[src/rtl/dram_seq_pkg.sv]
package dram_seq_pkg;

  typedef enum logic [3:0] {
    ST_IDLE,
    ST_ROW,
    ST_CAS,
    ST_ACK,
    ST_BGAP,
    ST_OPEN,
    ST_PMISS,
    ST_PREF,
    ST_REF
  } seq_state_t;

  typedef enum logic [1:0] {
    MA_HOLD,
    MA_ROW,
    MA_COL,
    MA_INC
  } ma_op_t;

endpackage

[src/rtl/dram_addr_path.sv]
module dram_addr_path
  import dram_seq_pkg::*;
#(
  parameter int COL_W  = 9,
  parameter int ROW_W  = 10,
  parameter int BANK_W = 1,
  parameter int MA_W   = 10
) (
  input  logic              clk,
  input  logic              rst,
  input  logic              cap,
  input  ma_op_t            ma_op,
  input  logic [1:0]        wrap_sel,
  input  logic [BANK_W-1:0] in_bank,
  input  logic [ROW_W-1:0]  in_row,
  input  logic [COL_W-1:0]  in_col,
  output logic [BANK_W-1:0] req_bank,
  output logic [ROW_W-1:0]  req_row,
  output logic [MA_W-1:0]   ma
);

  logic [BANK_W-1:0] bank_q;
  logic [ROW_W-1:0]  row_q;
  logic [COL_W-1:0]  col_q;
  logic [MA_W-1:0]   ma_q;
  logic [COL_W-1:0]  col_mask;
  logic [COL_W-1:0]  col_next;
  logic [ROW_W-1:0]  cur_row;
  logic [COL_W-1:0]  cur_col;

  always_comb begin
    col_mask = COL_W'((32'd2 << wrap_sel) - 32'd1);
    col_next = (col_q & ~col_mask) | ((col_q + COL_W'(1)) & col_mask);
    cur_row  = cap ? in_row : row_q;
    cur_col  = cap ? in_col : col_q;
  end

  always_ff @(posedge clk) begin
    if (rst) begin
      bank_q <= '0;
      row_q  <= '0;
      col_q  <= '0;
      ma_q   <= '0;
    end else begin
      if (cap) begin
        bank_q <= in_bank;
        row_q  <= in_row;
        col_q  <= in_col;
      end else if (ma_op == MA_INC) begin
        col_q <= col_next;
      end
      case (ma_op)
        MA_ROW:  ma_q <= MA_W'(cur_row);
        MA_COL:  ma_q <= MA_W'(cur_col);
        MA_INC:  ma_q <= MA_W'(col_next);
        default: ma_q <= ma_q;
      endcase
    end
  end

  assign req_bank = bank_q;
  assign req_row  = row_q;
  assign ma       = ma_q;

  AST_WRAP_IN_BLOCK: assert property (@(posedge clk) disable iff (rst)
    (ma_op == MA_INC && !cap) |=> ((col_q & ~$past(col_mask)) == ($past(col_q) & ~$past(col_mask))));

endmodule

[src/rtl/dram_page_track.sv]
module dram_page_track #(
  parameter int ROW_W  = 10,
  parameter int BANK_W = 1
) (
  input  logic              clk,
  input  logic              rst,
  input  logic              open_set,
  input  logic              open_clr,
  input  logic [BANK_W-1:0] set_bank,
  input  logic [ROW_W-1:0]  set_row,
  input  logic [BANK_W-1:0] in_bank,
  input  logic [ROW_W-1:0]  in_row,
  output logic              hit
);

  logic              valid_q;
  logic [BANK_W-1:0] bank_q;
  logic [ROW_W-1:0]  row_q;

  always_ff @(posedge clk) begin
    if (rst) begin
      valid_q <= 1'b0;
      bank_q  <= '0;
      row_q   <= '0;
    end else if (open_clr) begin
      valid_q <= 1'b0;
    end else if (open_set) begin
      valid_q <= 1'b1;
      bank_q  <= set_bank;
      row_q   <= set_row;
    end
  end

  assign hit = valid_q && (in_bank == bank_q) && (in_row == row_q);

  AST_CLOSED_ROW_MISSES: assert property (@(posedge clk) disable iff (rst)
    open_clr |=> !hit);

endmodule

[src/rtl/dram_seq_fsm.sv]
module dram_seq_fsm
  import dram_seq_pkg::*;
#(
  parameter int BANK_W = 1,
  parameter int CW     = 3
) (
  input  logic              clk,
  input  logic              rst,
  input  logic              ads_n,
  input  logic              ref_req,
  input  logic              burst_req,
  input  logic              hit,
  input  logic [BANK_W-1:0] in_bank,
  input  logic [BANK_W-1:0] req_bank,
  input  logic [CW-1:0]     cfg_open_wait,
  input  logic [CW-1:0]     cfg_page_wait,
  input  logic [CW-1:0]     cfg_burst_wait,
  input  logic [CW-1:0]     cfg_precharge,
  output logic              cap,
  output ma_op_t            ma_op,
  output logic              open_set,
  output logic              open_clr,
  output logic              ras_on_d,
  output logic [BANK_W-1:0] ras_bank_d,
  output logic              cas_n,
  output logic              dtack_n,
  output logic              ref_gnt
);

  seq_state_t        state_q, state_d;
  logic [CW-1:0]     cnt_q, cnt_d;
  logic              pend_q, pend_d;
  logic              ras_on_q;
  logic [BANK_W-1:0] bank_q;
  logic              cas_q, cas_d;
  logic              dtack_q, dtack_d;
  logic              gnt_q, gnt_d;
  logic              do_col, do_open;
  logic [CW-1:0]     col_wait;
  logic [CW-1:0]     pre_load;

  assign pre_load = (cfg_precharge == '0) ? '0 : cfg_precharge - CW'(1);

  always_comb begin
    state_d    = state_q;
    cnt_d      = cnt_q;
    pend_d     = pend_q;
    cap        = 1'b0;
    ma_op      = MA_HOLD;
    open_set   = 1'b0;
    open_clr   = 1'b0;
    ras_on_d   = ras_on_q;
    ras_bank_d = bank_q;
    cas_d      = 1'b1;
    dtack_d    = 1'b1;
    gnt_d      = 1'b0;
    do_col     = 1'b0;
    do_open    = 1'b0;
    col_wait   = '0;
    case (state_q)
      ST_IDLE: begin
        if (ref_req) begin
          state_d = ST_REF;
          gnt_d   = 1'b1;
          if (!ads_n) begin
            pend_d = 1'b1;
            cap    = 1'b1;
          end
        end else if (!ads_n) begin
          cap     = 1'b1;
          do_open = 1'b1;
        end
      end
      ST_ROW: begin
        ma_op    = MA_COL;
        do_col   = 1'b1;
        col_wait = cfg_open_wait;
      end
      ST_CAS: begin
        cas_d = 1'b0;
        if (cnt_q == '0) begin
          state_d = ST_ACK;
          dtack_d = 1'b0;
        end else begin
          cnt_d = cnt_q - CW'(1);
        end
      end
      ST_ACK: begin
        if (burst_req) begin
          state_d = ST_BGAP;
          ma_op   = MA_INC;
        end else begin
          state_d = ST_OPEN;
        end
      end
      ST_BGAP: begin
        do_col   = 1'b1;
        col_wait = cfg_burst_wait;
      end
      ST_OPEN: begin
        if (ref_req) begin
          state_d  = ST_PREF;
          ras_on_d = 1'b0;
          open_clr = 1'b1;
          cnt_d    = pre_load;
          if (!ads_n) begin
            pend_d = 1'b1;
            cap    = 1'b1;
          end
        end else if (!ads_n) begin
          cap = 1'b1;
          if (hit) begin
            ma_op    = MA_COL;
            do_col   = 1'b1;
            col_wait = cfg_page_wait;
          end else begin
            state_d  = ST_PMISS;
            ras_on_d = 1'b0;
            open_clr = 1'b1;
            cnt_d    = pre_load;
          end
        end
      end
      ST_PMISS: begin
        if (cnt_q == '0) do_open = 1'b1;
        else cnt_d = cnt_q - CW'(1);
      end
      ST_PREF: begin
        if (!ads_n && !pend_q) begin
          pend_d = 1'b1;
          cap    = 1'b1;
        end
        if (cnt_q == '0) begin
          state_d = ST_REF;
          gnt_d   = 1'b1;
        end else begin
          cnt_d = cnt_q - CW'(1);
        end
      end
      ST_REF: begin
        if (ref_req) begin
          gnt_d = 1'b1;
          if (!ads_n && !pend_q) begin
            pend_d = 1'b1;
            cap    = 1'b1;
          end
        end else if (pend_q || !ads_n) begin
          cap     = !pend_q;
          pend_d  = 1'b0;
          do_open = 1'b1;
        end else begin
          state_d = ST_IDLE;
        end
      end
      default: state_d = ST_IDLE;
    endcase

    if (do_open) begin
      state_d    = ST_ROW;
      ma_op      = MA_ROW;
      open_set   = 1'b1;
      ras_on_d   = 1'b1;
      ras_bank_d = cap ? in_bank : req_bank;
    end
    if (do_col) begin
      cas_d = 1'b0;
      if (col_wait == '0) begin
        state_d = ST_ACK;
        dtack_d = 1'b0;
      end else begin
        state_d = ST_CAS;
        cnt_d   = col_wait - CW'(1);
      end
    end
  end

  always_ff @(posedge clk) begin
    if (rst) begin
      state_q  <= ST_IDLE;
      cnt_q    <= '0;
      pend_q   <= 1'b0;
      ras_on_q <= 1'b0;
      bank_q   <= '0;
      cas_q    <= 1'b1;
      dtack_q  <= 1'b1;
      gnt_q    <= 1'b0;
    end else begin
      state_q  <= state_d;
      cnt_q    <= cnt_d;
      pend_q   <= pend_d;
      ras_on_q <= ras_on_d;
      bank_q   <= ras_bank_d;
      cas_q    <= cas_d;
      dtack_q  <= dtack_d;
      gnt_q    <= gnt_d;
    end
  end

  assign cas_n   = cas_q;
  assign dtack_n = dtack_q;
  assign ref_gnt = gnt_q;

  AST_DTACK_ONE_CLOCK: assert property (@(posedge clk) disable iff (rst)
    !dtack_n |=> dtack_n);
  AST_CAS_RISES_WITH_DTACK: assert property (@(posedge clk) disable iff (rst)
    $rose(dtack_n) |-> $rose(cas_n));
  AST_GNT_ROWS_CLOSED: assert property (@(posedge clk) disable iff (rst)
    ref_gnt |-> !ras_on_q);
  AST_HIT_CAS_AT_ONCE: assert property (@(posedge clk) disable iff (rst)
    (state_q == ST_OPEN && !ads_n && !ref_req && hit) |=> !cas_n);
  AST_MISS_CLOSES_ROW: assert property (@(posedge clk) disable iff (rst)
    (state_q == ST_OPEN && !ads_n && !ref_req && !hit) |=> (!ras_on_q && cas_n));
  AST_NO_ACK_IN_REFRESH: assert property (@(posedge clk) disable iff (rst)
    (state_q == ST_REF) |-> dtack_n);

endmodule

[src/rtl/dram_page_seq.sv]
module dram_page_seq
  import dram_seq_pkg::*;
#(
  parameter int COL_W  = 9,
  parameter int ROW_W  = 10,
  parameter int BANK_W = 1,
  parameter int CW     = 3,
  localparam int ADDR_W = BANK_W + ROW_W + COL_W,
  localparam int MA_W   = (ROW_W > COL_W) ? ROW_W : COL_W,
  localparam int BANKS  = 1 << BANK_W
) (
  input  logic              clk,
  input  logic              rst,
  input  logic              ads_n,
  input  logic [ADDR_W-1:0] addr,
  input  logic              burst_req,
  input  logic              ref_req,
  input  logic [CW-1:0]     cfg_open_wait,
  input  logic [CW-1:0]     cfg_page_wait,
  input  logic [CW-1:0]     cfg_burst_wait,
  input  logic [CW-1:0]     cfg_precharge,
  input  logic [1:0]        cfg_wrap_sel,
  output logic [BANKS-1:0]  ras_n,
  output logic              cas_n,
  output logic [MA_W-1:0]   ma,
  output logic              dtack_n,
  output logic              ref_gnt
);

  logic [BANK_W-1:0] in_bank, req_bank, ras_bank_d, set_bank;
  logic [ROW_W-1:0]  in_row, req_row, set_row;
  logic [COL_W-1:0]  in_col;
  logic              cap, open_set, open_clr, ras_on_d, hit;
  ma_op_t            ma_op;

  assign in_col  = addr[COL_W-1:0];
  assign in_row  = addr[COL_W +: ROW_W];
  assign in_bank = addr[ADDR_W-1 -: BANK_W];

  assign set_bank = cap ? in_bank : req_bank;
  assign set_row  = cap ? in_row  : req_row;

  dram_addr_path #(
    .COL_W(COL_W), .ROW_W(ROW_W), .BANK_W(BANK_W), .MA_W(MA_W)
  ) u_addr (
    .clk(clk), .rst(rst), .cap(cap), .ma_op(ma_op), .wrap_sel(cfg_wrap_sel),
    .in_bank(in_bank), .in_row(in_row), .in_col(in_col),
    .req_bank(req_bank), .req_row(req_row), .ma(ma)
  );

  dram_page_track #(
    .ROW_W(ROW_W), .BANK_W(BANK_W)
  ) u_page (
    .clk(clk), .rst(rst), .open_set(open_set), .open_clr(open_clr),
    .set_bank(set_bank), .set_row(set_row),
    .in_bank(in_bank), .in_row(in_row), .hit(hit)
  );

  dram_seq_fsm #(
    .BANK_W(BANK_W), .CW(CW)
  ) u_fsm (
    .clk(clk), .rst(rst), .ads_n(ads_n), .ref_req(ref_req), .burst_req(burst_req),
    .hit(hit), .in_bank(in_bank), .req_bank(req_bank),
    .cfg_open_wait(cfg_open_wait), .cfg_page_wait(cfg_page_wait),
    .cfg_burst_wait(cfg_burst_wait), .cfg_precharge(cfg_precharge),
    .cap(cap), .ma_op(ma_op), .open_set(open_set), .open_clr(open_clr),
    .ras_on_d(ras_on_d), .ras_bank_d(ras_bank_d),
    .cas_n(cas_n), .dtack_n(dtack_n), .ref_gnt(ref_gnt)
  );

  for (genvar b = 0; b < BANKS; b++) begin : g_ras
    logic ras_q;
    always_ff @(posedge clk) begin
      if (rst) ras_q <= 1'b1;
      else     ras_q <= !(ras_on_d && (ras_bank_d == BANK_W'(b)));
    end
    assign ras_n[b] = ras_q;
  end

  AST_SINGLE_RAS: assert property (@(posedge clk) disable iff (rst)
    $countones(~ras_n) <= 1);
  AST_CAS_UNDER_RAS: assert property (@(posedge clk) disable iff (rst)
    !cas_n |-> !(&ras_n));
  AST_GNT_ALL_RAS_HIGH: assert property (@(posedge clk) disable iff (rst)
    ref_gnt |-> (&ras_n));

endmodule

[config.mk]
export PLATFORM = sky130hd
export DESIGN_NAME = dram_page_seq
export DESIGN_NICKNAME = d
export VERILOG_FILES = /design/src/rtl/dram_seq_pkg.sv /design/src/rtl/dram_addr_path.sv /design/src/rtl/dram_page_track.sv /design/src/rtl/dram_seq_fsm.sv /design/src/rtl/dram_page_seq.sv
export SDC_FILE = /design/constraint.sdc
export NUM_CORES = 1
export LEC_CHECK = 0
export CORE_MARGIN = 5
export CORE_UTILIZATION = 54
export DETAILED_ROUTE_END_ITERATION = 12
export GPL_TIMING_DRIVEN = 0
export HOLD_SLACK_MARGIN = 0.02
export PLACE_DENSITY = 0.83
export SLEW_MARGIN = 10
export SYNTH_ARGS = -nofsm -noshare
export SYNTH_HDL_FRONTEND = slang
export SYNTH_SLANG_ARGS = --single-unit
[constraint.sdc]
create_clock -name clk -period 3 [get_ports clk]
set_input_delay 0.6 -clock clk [delete_from_list [all_inputs] [get_ports clk]]
set_output_delay 0.6 -clock clk [all_outputs]
set_load 0.05 [all_outputs]
# After elaboration in Yosys (flattened, before gate mapping)
# Cells that the tools add are included.
dict set report op_classes {
  n_shift 1
  n_bitwise 6
  mux 76
  n_reduce_logical 26
  n_eq_ne 24
  add_sub_neg 5
}
# cell n
set ops {}
lappend ops {{4-bit two-way mux} 10}
lappend ops {{1-bit two-way mux} 37}
lappend ops {{3-bit two-way mux} 10}
lappend ops {{10-bit one-hot mux with 3 select lines} 1}
lappend ops {{4-bit one-hot mux with 7 select lines} 1}
lappend ops {{9-bit two-way mux} 3}
lappend ops {{9-bit AND} 2}
lappend ops {{4-bit by 3-bit == test with 1-bit output (second input constant)} 4}
lappend ops {{4-bit by 2-bit inequality test with 1-bit output (second input constant)} 3}
lappend ops {{10-bit == test} 1}
lappend ops {{10-bit two-way mux} 1}
lappend ops {{2-bit two-way mux} 5}
lappend ops {{5-bit by 3-bit inequality test with 1-bit output (second input constant)} 2}
lappend ops {{9-bit by 1-bit adder with 9-bit output (second input constant)} 1}
lappend ops {{3-bit zero test} 3}
lappend ops {{9-bit NOT} 1}
lappend ops {{9-bit bitwise OR} 1}
lappend ops {{1-bit one-hot mux with 3 select lines} 3}
lappend ops {{3-bit one-hot mux with 3 select lines} 1}
lappend ops {{2-bit by 2-bit left shift with 9-bit output (first input constant)} 1}
lappend ops {{3-bit by 1-bit subtractor with 3-bit output (second input constant)} 3}
lappend ops {{9-bit by 1-bit subtractor with 9-bit output (second input constant)} 1}
lappend ops {{4-bit by 2-bit == test with 1-bit output (second input constant)} 2}
lappend ops {{4-bit by 1-bit inequality test with 1-bit output (second input constant)} 2}
lappend ops {{other kinds (24)} 39}
dict set report totals {
  elab_cells 155
  reg_bits 57
  input_bits 39
}

# Logic depth before layout (Yosys ltp)
# Gate-level depths: netlist (run 1).
dict set report logic_depth {
  word_depth 11
  depth_mapped 12
  mapped_depth_nobuf 10
}

# Hierarchy
# From an unflattened synthesis (run 1), not the netlist that was laid out.
dict set report hier_totals {
  hier_cells 421
  hier_area_um2 3597.2
}
# mod cells_each seq_area_each_um2 area_per_inst_um2 n_inst
set modules_own_cells {}
lappend modules_own_cells {dram_addr_path 193 600.6 1699.1 1}
lappend modules_own_cells {dram_seq_fsm 143 260.2 1118.6 1}
lappend modules_own_cells {dram_page_track 67 240.2 535.5 1}
lappend modules_own_cells {dram_page_seq 18 40.0 244.0 1}

# Least setup slack after synthesis (run 1)
# OpenSTA, ideal clock, no wires.
dict set report synth_timing {
  path_type {input-to-reg}
  startpoint {input addr[12]}
  endpoint {register u_fsm.cnt_q[1]}
  setup_ns 0.127
  arrival_ns 2.618
  setup_slack_ns 0.255
  path_stages 11
  path_cell_list {xnor2_1 > and4_2 > and4_2 > buf_2 > a21oi_1 > ha_1 > ha_1 > o21ai_0 > o41ai_1 > nor4b_1 > or3b_1}
}
dict set report synth_via {
  elab_chain_len 9
}
# element line
set synth_lines {}
lappend synth_lines {{from (decl)} dram_page_seq.sv:15} ;# input logic [ADDR_W-1:0] addr,
lappend synth_lines {{10-bit == test (*)} dram_page_track.sv:34} ;# assign hit = valid_q && (in_bank == bank_q) && (in_row == row_q);
lappend synth_lines {{1-bit logical AND (*)} dram_page_track.sv:34}
lappend synth_lines {{3-bit two-way mux} dram_seq_fsm.sv:112} ;# if (hit) begin
lappend synth_lines {{3-bit two-way mux} dram_seq_fsm.sv:110} ;# end else if (!ads_n) begin
lappend synth_lines {{3-bit two-way mux} dram_seq_fsm.sv:101} ;# if (ref_req) begin
lappend synth_lines {{3-bit one-hot mux with 3 select lines} dram_seq_fsm.sv:60} ;# case (state_q)
lappend synth_lines {{3-bit by 1-bit subtractor with 3-bit output or 3-bit zero test (tied branches)} {dram_seq_fsm.sv:172, dram_seq_fsm.sv:167}}
lappend synth_lines {{3-bit two-way mux} dram_seq_fsm.sv:167} ;# if (col_wait == '0) begin
lappend synth_lines {{3-bit two-way mux (*)} dram_seq_fsm.sv:165} ;# if (do_col) begin
lappend synth_lines {{to (signal assigned)} dram_seq_fsm.sv:189} ;# cnt_q <= cnt_d;
lappend synth_lines {{to (decl)} dram_seq_fsm.sv:31} ;# logic [CW-1:0] cnt_q, cnt_d;
# Every way passes the cells marked *; elsewhere a longest branch is shown, timed or not.
# A chain may end at the register's enable or synchronous reset.

# Worst setup path after layout (run 1)
dict set report layout_timing {
  startpoint {input addr[14]}
  endpoint {register u_fsm.cnt_q[1]}
}
# Same word-level chain as after synthesis.

==> flow_metrics.tcl, run 1 <==
set metrics [dict create \
    path_clk_slew_ns 0.08 \
    synth-async-reset-ratio 0 \
    grt_pass1_wl_um 16200 \
    finalCritPeriodShare 0.996 \
    crit_chain "clkdlybuf4s50_1 -> xnor2_2 -> and4_1 -> and4_4 -> a21oi_1 -> ha_1 -> ha_1 -> o21ai_2 -> o41ai_2 -> nor4b_1 -> or3b_1" \
    cellPowerDensity_nw_per_um2 898 \
    synth_fp_nets 449 \
    htreeDepth 3 \
    finalMaxSlewViolations 0 \
    synth_warnings 0 \
    crit_family "simple AND/OR/NAND/NOR gates" \
    syn_area_um2 3350 \
    critical_path_buf_inv_count 1 \
    dp_slack_ns -0.611 \
    worstPathRequired_ns 3.24 \
    p_leak_nw 1.73 \
    post-route-util 0.723 \
    drt-initial-drc-count 286 \
    clkSinkCount 57 \
    place_congestion 0.889 \
    top_layer_used "met4" \
    io_pins 54 \
    met2_length_um 5150 \
    cp-start-kind "primary input" \
    initial_core_util 0.560 \
    setup_slack_ns 0.0113 \
    grt_max_degree 13 \
    period_minus_slack_ns 2.99 \
    port_buffers 51 \
    layout.nets 516 \
    worst_slew_pin_slew_ns 0.665 \
    max_freq_ghz 0.335 \
    wl_per_cell_um 19.0 \
    clock-skew-final_ns 0.0140 \
    vias 3474 \
    netlist_instances 401 \
    die_h_um 88.8 \
    finalHoldViolCount 0 \
    slowest_stage "clkdlybuf4s50_1" \
    cts_tree "done" \
    placementRows 28 \
    grt_overflow_total 0 \
    cts_buffer_depth 2 \
    cts_hold_buf 0 \
    finalSetupViolCount 0 \
    placedInstanceArea_um2 3960 \
    viasPerCell 6.34 \
    hp-class "flop to flop" \
    ys_seq_area_frac 0.340 \
    syn_area_per_cell_um2 8.37 \
    die_w_um 88.8 \
    gr-usage-all-layers 0.270 \
    n_fill_cell 458 \
    grt_pass1_vias 3347 \
    die-area_um2 7890 \
    outcome "finished, final reports clean" \
    synth.distinct_cells 63 \
    postRouteAntennaNets 0 \
    dr_wl_met3_um 673 \
    wl_met1_um 4180 \
    drc_errors 0 \
    first_pass_iters 4 \
    crit_path_max_fanout 7 \
    ys_seq_elements 57 \
    cts.root.buffer_cell "clkbuf_8" \
    cts_buffers 9 \
    cap_violations 0 \
    arrival_ns 3.23 \
    final_cell_area_um2 4330 \
    core_um2 5990 \
    area_growth_pct 29.2 \
    critPathKind "primary input to flop" \
    irDropWorstVdd_mv 0.743 \
    antenna_found_initial 0 \
    cp_common_cell "ha_1" \
    dp.final_hpwl_um 7270 \
    relSlewSlack 0.557 \
    crit_path_max_incr_delay_ns 0.47 \
    routed_wl_um 10400 \
    clock_latency_ns 0.36 \
    worst_setup_path_end_kind "flop" \
    synthFlopType "dfxtp_1" \
    synth-edff-count 0 \
    layout-drive-gt1-share 0.154 \
    antenna_cells 0 \
]
## state kept, by name, summed over array words and instances (netlist names), 2 cells and up
register,count
g_ras.ras_q,2
u_addr.col_q,9
u_addr.ma,10
u_addr.req_row,10
u_fsm.cnt_q,3
u_fsm.state_q,4
u_page.row_q,10
## cell usage after synthesis (5+ instances only)
cell       n  area, µm²
xnor2_1   14        123
inv_1     10       37.5
clkbuf_1   7       26.3
buf_2     11       55.1
buf_4      5       37.5
a31oi_1    6       37.5
nand2_1   30        113
nand4_1    7       43.8
and2_1     8       50.1
a21oi_1   26        130
ha_1       9        113
mux2i_1   15        150
dfxtp_1   57       1140
nor2_1    47        176
nand3_1   11       55.1
o21ai_0   21        105
nand2b_1   6       37.5
mux2_2     5       56.3
a211oi_1  14        105
a21o_1     8       60.1
## placed cells by master, fill, tap and decap left out, types with 4 or more instances in the layout
master,netlist,final
nand4_1,7,7
buf_2,11,10
nor2_1,47,46
a21oi_1,26,26
dfxtp_1,57,57
clkbuf_1,7,6
mux2_2,5,5
a22o_1,4,4
ha_1,9,9
nand3b_1,4,4
buf_4,5,12
mux2i_1,15,15
clkbuf_8,0,9
a21o_1,8,8
nand2b_1,6,6
nor4_1,4,4
a211oi_1,14,14
xnor2_2,0,10
a31oi_1,6,6
nand2_1,30,30
clkdlybuf4s50_1,0,48
nand3_1,11,11
xnor2_1,14,4
o21ai_0,21,20
inv_1,10,10
and2_1,8,7
## power breakdown
group / switching [mW] / leakage, nW / internal (mW)
Clock: 0.363 / 0.110 / 0.476
Combinational: 1.18 / 1.15 / 0.768
Sequential: 0.143 / 0.468 / 0.958
## worst reg2reg max path, cell delays in order (launching register included)
cell	delay (ns)
dfxtp_1	0.46
or3b_1	0.52
nor2_2	0.28
a22o_1	0.20
a21oi_1	0.06
ha_1	0.22
ha_1	0.23
o21ai_2	0.14
o41ai_2	0.13
nor4b_1	0.17
or3b_1	0.35
## routing by layer
metal	vias up	global-route usage
li1	1606	-
met2	176	0.453
met1	1656	0.321
met5	-	0
met3	36	0.0493
met4	0	0.155
## final timing paths
check / from / endpoint / slack (ns) / cells after the start
setup / recovery: addr[14] / u_fsm.cnt_q[1] / 0.01 / 11
hold / removal: u_addr.ma[2] / u_addr.ma[2] / 0.49 / 1
hold reg to reg: u_addr.ma[2] / u_addr.ma[2] / 0.49 / 1
setup reg to reg: u_fsm.state_q[2] / u_fsm.cnt_q[1] / 0.13 / 10
## cell type report
cell class                 instances  area, µm²  share of cell area
timing repair buffer              58        567               0.131
clock buffer                       9        124              0.0286
tap                               75       93.8              0.0217
sequential                        57       1140               0.263
inverter                          12       45.0              0.0104
buffer                            22        121              0.0280
clock inverter                     7        103              0.0237
multi-input combinational        308       2140               0.494
## through the flow
step           std cells  setup TNS, ns  power, mW  hold WS, ns
5_1_grt              548        -0.0493       4.10        0.517
4_1_cts              544              0       3.82        0.487
2_1_floorplan        401              0       2.43        0.444
6_report             548              0       3.89        0.494
3_3_place_gp         527          -1.30       2.91        0.453
3_5_place_dp         527          -1.57       2.96        0.458
## logic make-up after synthesis
logic type / count (synthesis) / share of synthesized area
simple gates: 144 / 0.219
compound gates: 118 / 0.250
flops: 57 / 0.340
buf+inv: 36 / 0.0522
mux: 20 / 0.0615
xor+xnor: 17 / 0.0444
fa+ha+maj: 9 / 0.0336
## repair_timing
action / CTS / global route
buffers inserted: 2 / 5
hold endpoints to repair: 0 / 0
resized for setup: 11 / 12
endpoints found under the setup margin: 3 / 3
pin swaps: 3 / 5
(Power assumes the default switching activity.)
==> inputs of run 2 (changes only) <==
Settings changed: CAP_MARGIN set to 20.
==> results of run 2 <==
Final layout, timing and power as in run 1 (identical DEF).
